<file path="config.mk">
export PLATFORM = sky130hd
export DESIGN_NAME = apm_cmd_port
export DESIGN_NICKNAME = d
export VERILOG_FILES = /design/src/rtl/apm_pkg.sv /design/src/rtl/apm_addr_dec.sv /design/src/rtl/apm_regs.sv /design/src/rtl/apm_event_gen.sv /design/src/rtl/apm_cmd_port.sv
export SDC_FILE = /design/constraint.sdc
export NUM_CORES = 1
export LEC_CHECK = 0
export CELL_PAD_IN_SITES_DETAIL_PLACEMENT = 1
export CELL_PAD_IN_SITES_GLOBAL_PLACEMENT = 1
export CORE_MARGIN = 10
export CORE_UTILIZATION = 47
export DETAILED_ROUTE_END_ITERATION = 10
export DONT_BUFFER_PORTS = 1
export GPL_TIMING_DRIVEN = 1
export PLACE_DENSITY = 0.78
export SLEW_MARGIN = 20
export SYNTH_ARGS = -nofsm -noshare
export SYNTH_HDL_FRONTEND = slang
export SYNTH_HIERARCHICAL = 1
export SYNTH_SLANG_ARGS = --single-unit
</file>
<file path="constraint.sdc">
create_clock -name clk -period 1.9 [get_ports clk]
set_clock_uncertainty 0.2 [all_clocks]
set_input_delay 0.38 -clock clk [delete_from_list [all_inputs] [get_ports clk]]
set_output_delay 0.38 -clock clk [all_outputs]
set_load 0.005 [all_outputs]
</file>
<file path="src/rtl/apm_pkg.sv">
package apm_pkg;

  typedef enum logic [1:0] {
    APM_ACT_NONE    = 2'd0,
    APM_ACT_SCI_ON  = 2'd1,
    APM_ACT_SCI_OFF = 2'd2
  } apm_act_e;

  // Map a command byte to a fallback action.
  function automatic apm_act_e apm_decode_cmd(
    input logic [7:0] code,
    input logic [7:0] on_code,
    input logic [7:0] off_code
  );
    if (code == on_code)       return APM_ACT_SCI_ON;
    else if (code == off_code) return APM_ACT_SCI_OFF;
    else                       return APM_ACT_NONE;
  endfunction

endpackage

</file>
<file path="src/rtl/apm_addr_dec.sv">
module apm_addr_dec #(
  parameter int              ADDR_W    = 16,
  parameter logic [ADDR_W-1:0] BASE_ADDR = 16'h00B2
) (
  input  logic              req,
  input  logic              we,
  input  logic [ADDR_W-1:0] addr,
  output logic              cmd_wr,
  output logic              sts_wr,
  output logic              rd_hit,
  output logic              rd_sel
);
  localparam int PAIR_W = ADDR_W - 1;
  localparam logic [PAIR_W-1:0] PAIR_TAG = BASE_ADDR[ADDR_W-1:1];

  function automatic logic in_window(input logic [ADDR_W-1:0] a);
    return a[ADDR_W-1:1] == PAIR_TAG;
  endfunction

  logic hit;
  assign hit    = req && in_window(addr);
  assign cmd_wr = hit && we && !addr[0];
  assign sts_wr = hit && we && addr[0];
  assign rd_hit = hit && !we;
  assign rd_sel = addr[0];

  initial begin
    if (BASE_ADDR[0] != 1'b0) $display("apm_addr_dec: BASE_ADDR must be even");
  end
endmodule

</file>
<file path="src/rtl/apm_regs.sv">
module apm_regs #(
  parameter int DATA_W = 8
) (
  input  logic              clk,
  input  logic              rst,
  input  logic              cmd_wr,
  input  logic              sts_wr,
  input  logic              rd_hit,
  input  logic              rd_sel,
  input  logic [DATA_W-1:0] wdata,
  output logic [DATA_W-1:0] cmd_q,
  output logic [DATA_W-1:0] rdata,
  output logic              rvalid
);
  localparam int NREG = 2;

  logic [NREG-1:0]   wr_vec;
  logic [DATA_W-1:0] reg_q [NREG];

  assign wr_vec = {sts_wr, cmd_wr};

  for (genvar g = 0; g < NREG; g++) begin : g_byte
    always_ff @(posedge clk) begin
      if (rst)            reg_q[g] <= '0;
      else if (wr_vec[g]) reg_q[g] <= wdata;
    end
  end

  assign cmd_q = reg_q[0];

  always_ff @(posedge clk) begin
    if (rst) begin
      rvalid <= 1'b0;
      rdata  <= '0;
    end else begin
      rvalid <= rd_hit;
      if (rd_hit) rdata <= reg_q[rd_sel];
    end
  end


  cmd_store_chk: assert property (@(posedge clk) disable iff (rst)
    cmd_wr |=> reg_q[0] == $past(wdata));

  sts_keeps_cmd_chk: assert property (@(posedge clk) disable iff (rst)
    (sts_wr && !cmd_wr) |=> $stable(reg_q[0]));

  read_valid_chk: assert property (@(posedge clk) disable iff (rst)
    rd_hit |=> rvalid);

  read_no_write_chk: assert property (@(posedge clk) disable iff (rst)
    (rd_hit && !cmd_wr && !sts_wr) |=> ($stable(reg_q[0]) && $stable(reg_q[1])));
endmodule

</file>
<file path="src/rtl/apm_event_gen.sv">
module apm_event_gen
  import apm_pkg::*;
#(
  parameter int         DATA_W       = 8,
  parameter logic [7:0] CODE_SCI_ON  = 8'hF1,
  parameter logic [7:0] CODE_SCI_OFF = 8'hF0
) (
  input  logic              clk,
  input  logic              rst,
  input  logic              cmd_wr,
  input  logic [DATA_W-1:0] wdata,
  input  logic              fallback_mode,
  output logic              smi_pulse,
  output logic              sci_set,
  output logic              sci_clr
);
  apm_act_e act;
  logic     fb_wr;
  logic     smi_wr;

  assign act    = apm_decode_cmd(wdata[7:0], CODE_SCI_ON, CODE_SCI_OFF);
  assign fb_wr  = cmd_wr && fallback_mode;
  assign smi_wr = cmd_wr && !fallback_mode;

  always_ff @(posedge clk) begin
    if (rst) begin
      smi_pulse <= 1'b0;
      sci_set   <= 1'b0;
      sci_clr   <= 1'b0;
    end else begin
      smi_pulse <= smi_wr;
      sci_set   <= fb_wr && (act == APM_ACT_SCI_ON);
      sci_clr   <= fb_wr && (act == APM_ACT_SCI_OFF);
    end
  end


  smi_after_write_chk: assert property (@(posedge clk) disable iff (rst)
    smi_wr |=> smi_pulse);

  smi_only_write_chk: assert property (@(posedge clk) disable iff (rst)
    !smi_wr |=> !smi_pulse);

  no_smi_fallback_chk: assert property (@(posedge clk) disable iff (rst)
    fb_wr |=> !smi_pulse);

  strobe_excl_chk: assert property (@(posedge clk) disable iff (rst)
    $countones({smi_pulse, sci_set, sci_clr}) <= 1);
endmodule

</file>
<file path="src/rtl/apm_cmd_port.sv">
module apm_cmd_port #(
  parameter int                ADDR_W       = 16,
  parameter int                DATA_W       = 8,
  parameter logic [ADDR_W-1:0] BASE_ADDR    = 16'h00B2,
  parameter logic [7:0]        CODE_SCI_ON  = 8'hF1,
  parameter logic [7:0]        CODE_SCI_OFF = 8'hF0
) (
  input  logic              clk,
  input  logic              rst,
  input  logic              io_req,
  input  logic              io_we,
  input  logic [ADDR_W-1:0] io_addr,
  input  logic [DATA_W-1:0] io_wdata,
  output logic [DATA_W-1:0] io_rdata,
  output logic              io_rvalid,
  input  logic              fallback_mode,
  output logic              smi_pulse,
  output logic              sci_set,
  output logic              sci_clr
);
  logic              cmd_wr;
  logic              sts_wr;
  logic              rd_hit;
  logic              rd_sel;
  logic [DATA_W-1:0] cmd_q;

  apm_addr_dec #(.ADDR_W(ADDR_W), .BASE_ADDR(BASE_ADDR)) u_dec (
    .req(io_req), .we(io_we), .addr(io_addr),
    .cmd_wr(cmd_wr), .sts_wr(sts_wr), .rd_hit(rd_hit), .rd_sel(rd_sel)
  );

  apm_regs #(.DATA_W(DATA_W)) u_regs (
    .clk(clk), .rst(rst), .cmd_wr(cmd_wr), .sts_wr(sts_wr),
    .rd_hit(rd_hit), .rd_sel(rd_sel), .wdata(io_wdata),
    .cmd_q(cmd_q), .rdata(io_rdata), .rvalid(io_rvalid)
  );

  apm_event_gen #(
    .DATA_W(DATA_W), .CODE_SCI_ON(CODE_SCI_ON), .CODE_SCI_OFF(CODE_SCI_OFF)
  ) u_evt (
    .clk(clk), .rst(rst), .cmd_wr(cmd_wr), .wdata(io_wdata),
    .fallback_mode(fallback_mode),
    .smi_pulse(smi_pulse), .sci_set(sci_set), .sci_clr(sci_clr)
  );


  miss_no_event_chk: assert property (@(posedge clk) disable iff (rst)
    (!cmd_wr && !sts_wr && !rd_hit) |=> (!io_rvalid && !smi_pulse && !sci_set && !sci_clr));

  sts_no_event_chk: assert property (@(posedge clk) disable iff (rst)
    (sts_wr && !cmd_wr) |=> (!smi_pulse && !sci_set && !sci_clr && $stable(cmd_q)));
endmodule

</file>
# == Word level (Yosys, flattened, before mapping) ==
# Memory sizes are Yosys's and may differ from the RTL's. A register that Yosys moved wholly into a read port is not among the register bits.
# Cells that the tools add are included.
# op_classes
bitwise_logic,2
n_reduce_logical,12
eq_ne,5
n_mux,12
# ops
operator,count
$eq A8 B8 Y1 const B,2
$mux W8,2
$eq A15 B7 Y1 const B,1
$logic_and A1 B1 Y1,9
$mux W1,8
$mux W2,2
$logic_not A1 Y1,3
$eq A2 B1 Y1 const B,1
$eq A2 B2 Y1 const B,1
$or A1 B1 Y1,2
# totals
out_inout_bits,12
ramBits,16
register_bits,4
wordCells,36
memories,1
# mem_list
memory,depth,width,read_ports,rd_clocked_by_memory_dff,wr,line,rtl
u_regs.reg_q,2,8,1,1,2,apm_regs.sv:18,logic [DATA_W-1:0] reg_q [NREG];

# == Longest topological paths before layout ==
# depth
word_depth,8
depth_mapped,7

# == Cells and area by module ==
# The synthesis kept the hierarchy.
# by_module_without_submodules
module,area_per_inst_um2,cells_per_inst,n_inst,seq_area_each_um2
apm_regs,997.2,74,1,660.6
apm_event_gen,121.4,10,1,60.1
apm_addr_dec,90.1,10,1,0.0

# == Worst setup path before layout ==
# OpenSTA, ideal clock, no wires.
# synth_path
path_type,in2reg
startpoint,input io_addr[13]
endpoint,memory u_regs.reg_q[0][0] (data pin)
stages,5
n_path_buf,0
setup_time_ps,132
slack_ps,128
t_arrival_ps,1440
path_cell_list,nor4b_2 > nand4_1 > nor3b_2 > nor2b_1 > and2_1
# synth_rtl
element,line,rtl
"start, declared",apm_cmd_port.sv:12,"input logic [ADDR_W-1:0] io_addr,"
"end, declared",apm_regs.sv:18,

==> flow_metrics.py <==
metrics = {
    "critical_path": {
        "crit_path_end_kind": "flip-flop",
        "crit_path_start": "io_addr[9]",
        "rr_worst_depth": 2,
        "cp.arrival_ns": 1.62,
        "crit_fanout": 8,
        "r2r_end": "u_regs/rdata[3]",
        "r2r_slack_ns": 0.88,
        "criticalPathCategory": "primary input to flip-flop",
        "r2r-start": "u_regs/reg_q[1][3]",
        "start_kind": "primary input",
        "required_ns": 1.90,
    },
    "placement": {
        "gp_congestion": 0.7499,
        "placed_area_mm2": 0.001226,
        "port_buffers": 0,
    },
    "finish": {
        "layout_common_cells": "and2_1 (16), edfxtp_1 (16), dfxtp_1 (12)",
        "syn2layout_area_growth_pct": 9.109,
        "fillCellCount": 259,
        "drive_gt1_share_pct": 16.00,
        "final_cell_area_mm2": 0.001319,
        "n_antenna_cell": 0,
        "final_util_pct": 53.72,
        "fin_nets": 130,
        "multi_input_area_um2": 445.4,
        "seq_area_um2": 720.7,
    },
    "power": {
        "p_total_mw": 1.081,
        "ir_worst_vdd_mv": 0.4262,
        "power_density_mw_per_mm2": 819.7,
        "p_leak_nw": 0.4532,
    },
    "timing": {
        "period_share_pct": 85.38,
        "tightest_slew_ns": 0.4626,
        "max_freq_mhz": 616.4,
        "slew_headroom_pct": 69.06,
        "hold_viol": 0,
        "layout_min_cycle_time_ns": 1.622,
        "setup_violations": 0,
        "rsz0062_at_grt": "no",
        "slew_viol_final": 0,
    },
    "clock_tree": {
        "cts_tree": "done",
        "root_buffer": "clkbuf_4",
        "cts.clk_slew.worst_paths_ns": 0.14,
        "clk_latency_ns": 0.32,
        "cts_buffers": 3,
        "htreeDepth": 1,
        "cts_buffer_depth": 2,
        "clkSinkCount": 28,
    },
    "floorplanning": {
        "rows": 18,
        "core_area_mm2": 0.002455,
        "die_x_um": 70.71,
        "io-pin-count": 41,
        "die_y_um": 70.71,
        "dieArea_mm2": 0.005000,
        "initial_utilization_pct": 49.24,
    },
    "synthesis": {
        "avgSynthCellArea_um2": 12.86,
        "yosys-top-cells-area": "edfxtp_1 (40%), dfxtp_1 (20%), and2_1 (8.3%), mux2i_1 (6.6%), a211oi_1 (5.0%)",
        "ys_seq_elements": 28,
        "syn_inst": 94,
        "yosysTopAreaCellShare_pct": 39.75,
        "synth_fp_nets": 123,
        "syn_area_mm2": 0.001209,
        "synth-seq-area-share_pct": 59.63,
        "yosysUniqueCellTypes": 22,
        "yosysWarnings": 6,
        "synth_top_area_cell": "edfxtp_1",
    },
    "worst_hold_path": {
        "min_to": "u_evt/sci_clr",
        "hold_depth": 2,
        "worstHoldPathType": "primary input to flip-flop",
        "hp-start": "io_wdata[1]",
    },
    "routing": {
        "drt_first_pass_iters": 3,
        "drt_iter0_drc": 24,
        "routed_wl_um": 2533,
        "ant_nets": 0,
        "avgViaCountPerCell": 5.523,
        "drcViolationCount": 0,
        "vias": 718,
        "post_drt_wl_per_cell_um": 19.48,
    },
    "flow_run": {
        "drv_cap": 0,
    },
    "grt": {
        "grt_max_degree": 18,
        "antenna_found_initial": 0,
        "grtUsageTotal_pct": 10.08,
        "grt_pass1_vias": 827,
        "grt_pass1_wl_um": 4022,
        "overflow": 0,
    },
    "status": {
        "outcome": "complete, no violations",
    },
}
==> cells by family (layout without fill, tap and decap cells) <==
group	count (synthesis)	in the layout	share of synthesized area [%]
buf+inv	5	11	3.519
flops	28	28	59.63
compound gates	8	8	4.969
simple gates	45	45	25.26
mux	8	8	6.626
==> worst max path at each step <==
stage                               to  slack [ns]
floorplan           u_regs/reg_q[0][0]        0.13
global placement    u_regs/reg_q[0][7]        0.05
detailed placement  u_regs/reg_q[0][7]       -0.02
CTS                 u_regs/reg_q[0][0]        0.28
global route        u_regs/reg_q[0][4]        0.15
finish              u_regs/reg_q[0][0]        0.28
==> state kept, by name, indices dropped and copies added (netlist names) <==
| register | cells |
|---|---|
| u_regs/rvalid | 1 |
| u_evt/smi_pulse | 1 |
| u_evt/sci_clr | 1 |
| u_regs/rdata | 8 |
| u_regs/reg_q | 16 |
| u_evt/sci_set | 1 |
==> where the power goes <==
| group | switching (mW) | leakage, nW | internal (mW) |
|---|---|---|---|
| logic | 0.0178 | 0.177 | 0.0217 |
| registers | 0.00557 | 0.248 | 0.656 |
| clock network | 0.167 | 0.0279 | 0.213 |
==> what timing repair did <==
action                    CTS  global route
hold buffers                3             1
hold endpoints to repair   11             1
buffers inserted            0             0
gates resized for setup     0             0
==> synthesized netlist by cell type <==
library cell,number
a211oi_1,8
and2_1,16
and4bb_2,2
buf_2,1
buf_4,2
buf_6,2
dfxtp_1,12
edfxtp_1,16
mux2i_1,8
nand2_1,1
nand4_1,2
nand4bb_1,1
nor2_1,10
nor2b_1,3
nor3_2,1
nor3b_1,1
nor3b_2,1
nor4_2,2
nor4b_2,1
or2_2,2
or2b_1,1
or3_1,1
==> per-stage QoR <==
| step | std cells | hold WS, ns | TNS [ns] | worst slack [ns] |
|---|---|---|---|---|
| 2_1_floorplan | 94 | 0.2503 | 0 | 0.1281 |
| 3_3_place_gp | 122 | 0.2537 | 0 | 0.05391 |
| 3_5_place_dp | 122 | 0.2571 | -0.2724 | -0.02467 |
| 4_1_cts | 129 | 0.002681 | 0 | 0.2785 |
| 5_1_grt | 130 | 0.0002092 | 0 | 0.1488 |
| 6_report | 130 | 0.01196 | 0 | 0.2778 |
==> cell type report <==
| type | instances | area share [%] |
|---|---|---|
| sequential | 28 | 54.65 |
| clock inverter | 1 | 2.277 |
| clock buffer | 3 | 1.708 |
| multi-input combinational | 61 | 33.78 |
| timing repair buffer | 7 | 4.744 |
| tap | 30 | 2.846 |
==> routing by layer <==
| metal | track usage [%] | vias up | wire (um) |
|---|---|---|---|
| met3 | 6.276 | 4 | 295 |
| met1 | 9.589 | 339 | 898 |
| li1 | - | 350 | - |
| met2 | 17.21 | 25 | 1302 |
| met5 | 0 | - | 0 |
| met4 | 3.871 | 0 | 37 |
==> critical path, stage by stage <==
cell,delay [ns]
nor4_2,0.25
nand4_1,0.21
nor3b_2,0.31
nor2b_1,0.18
buf_4,0.14
and2_1,0.13
Note: power is estimated with default switching activity, not from simulation.
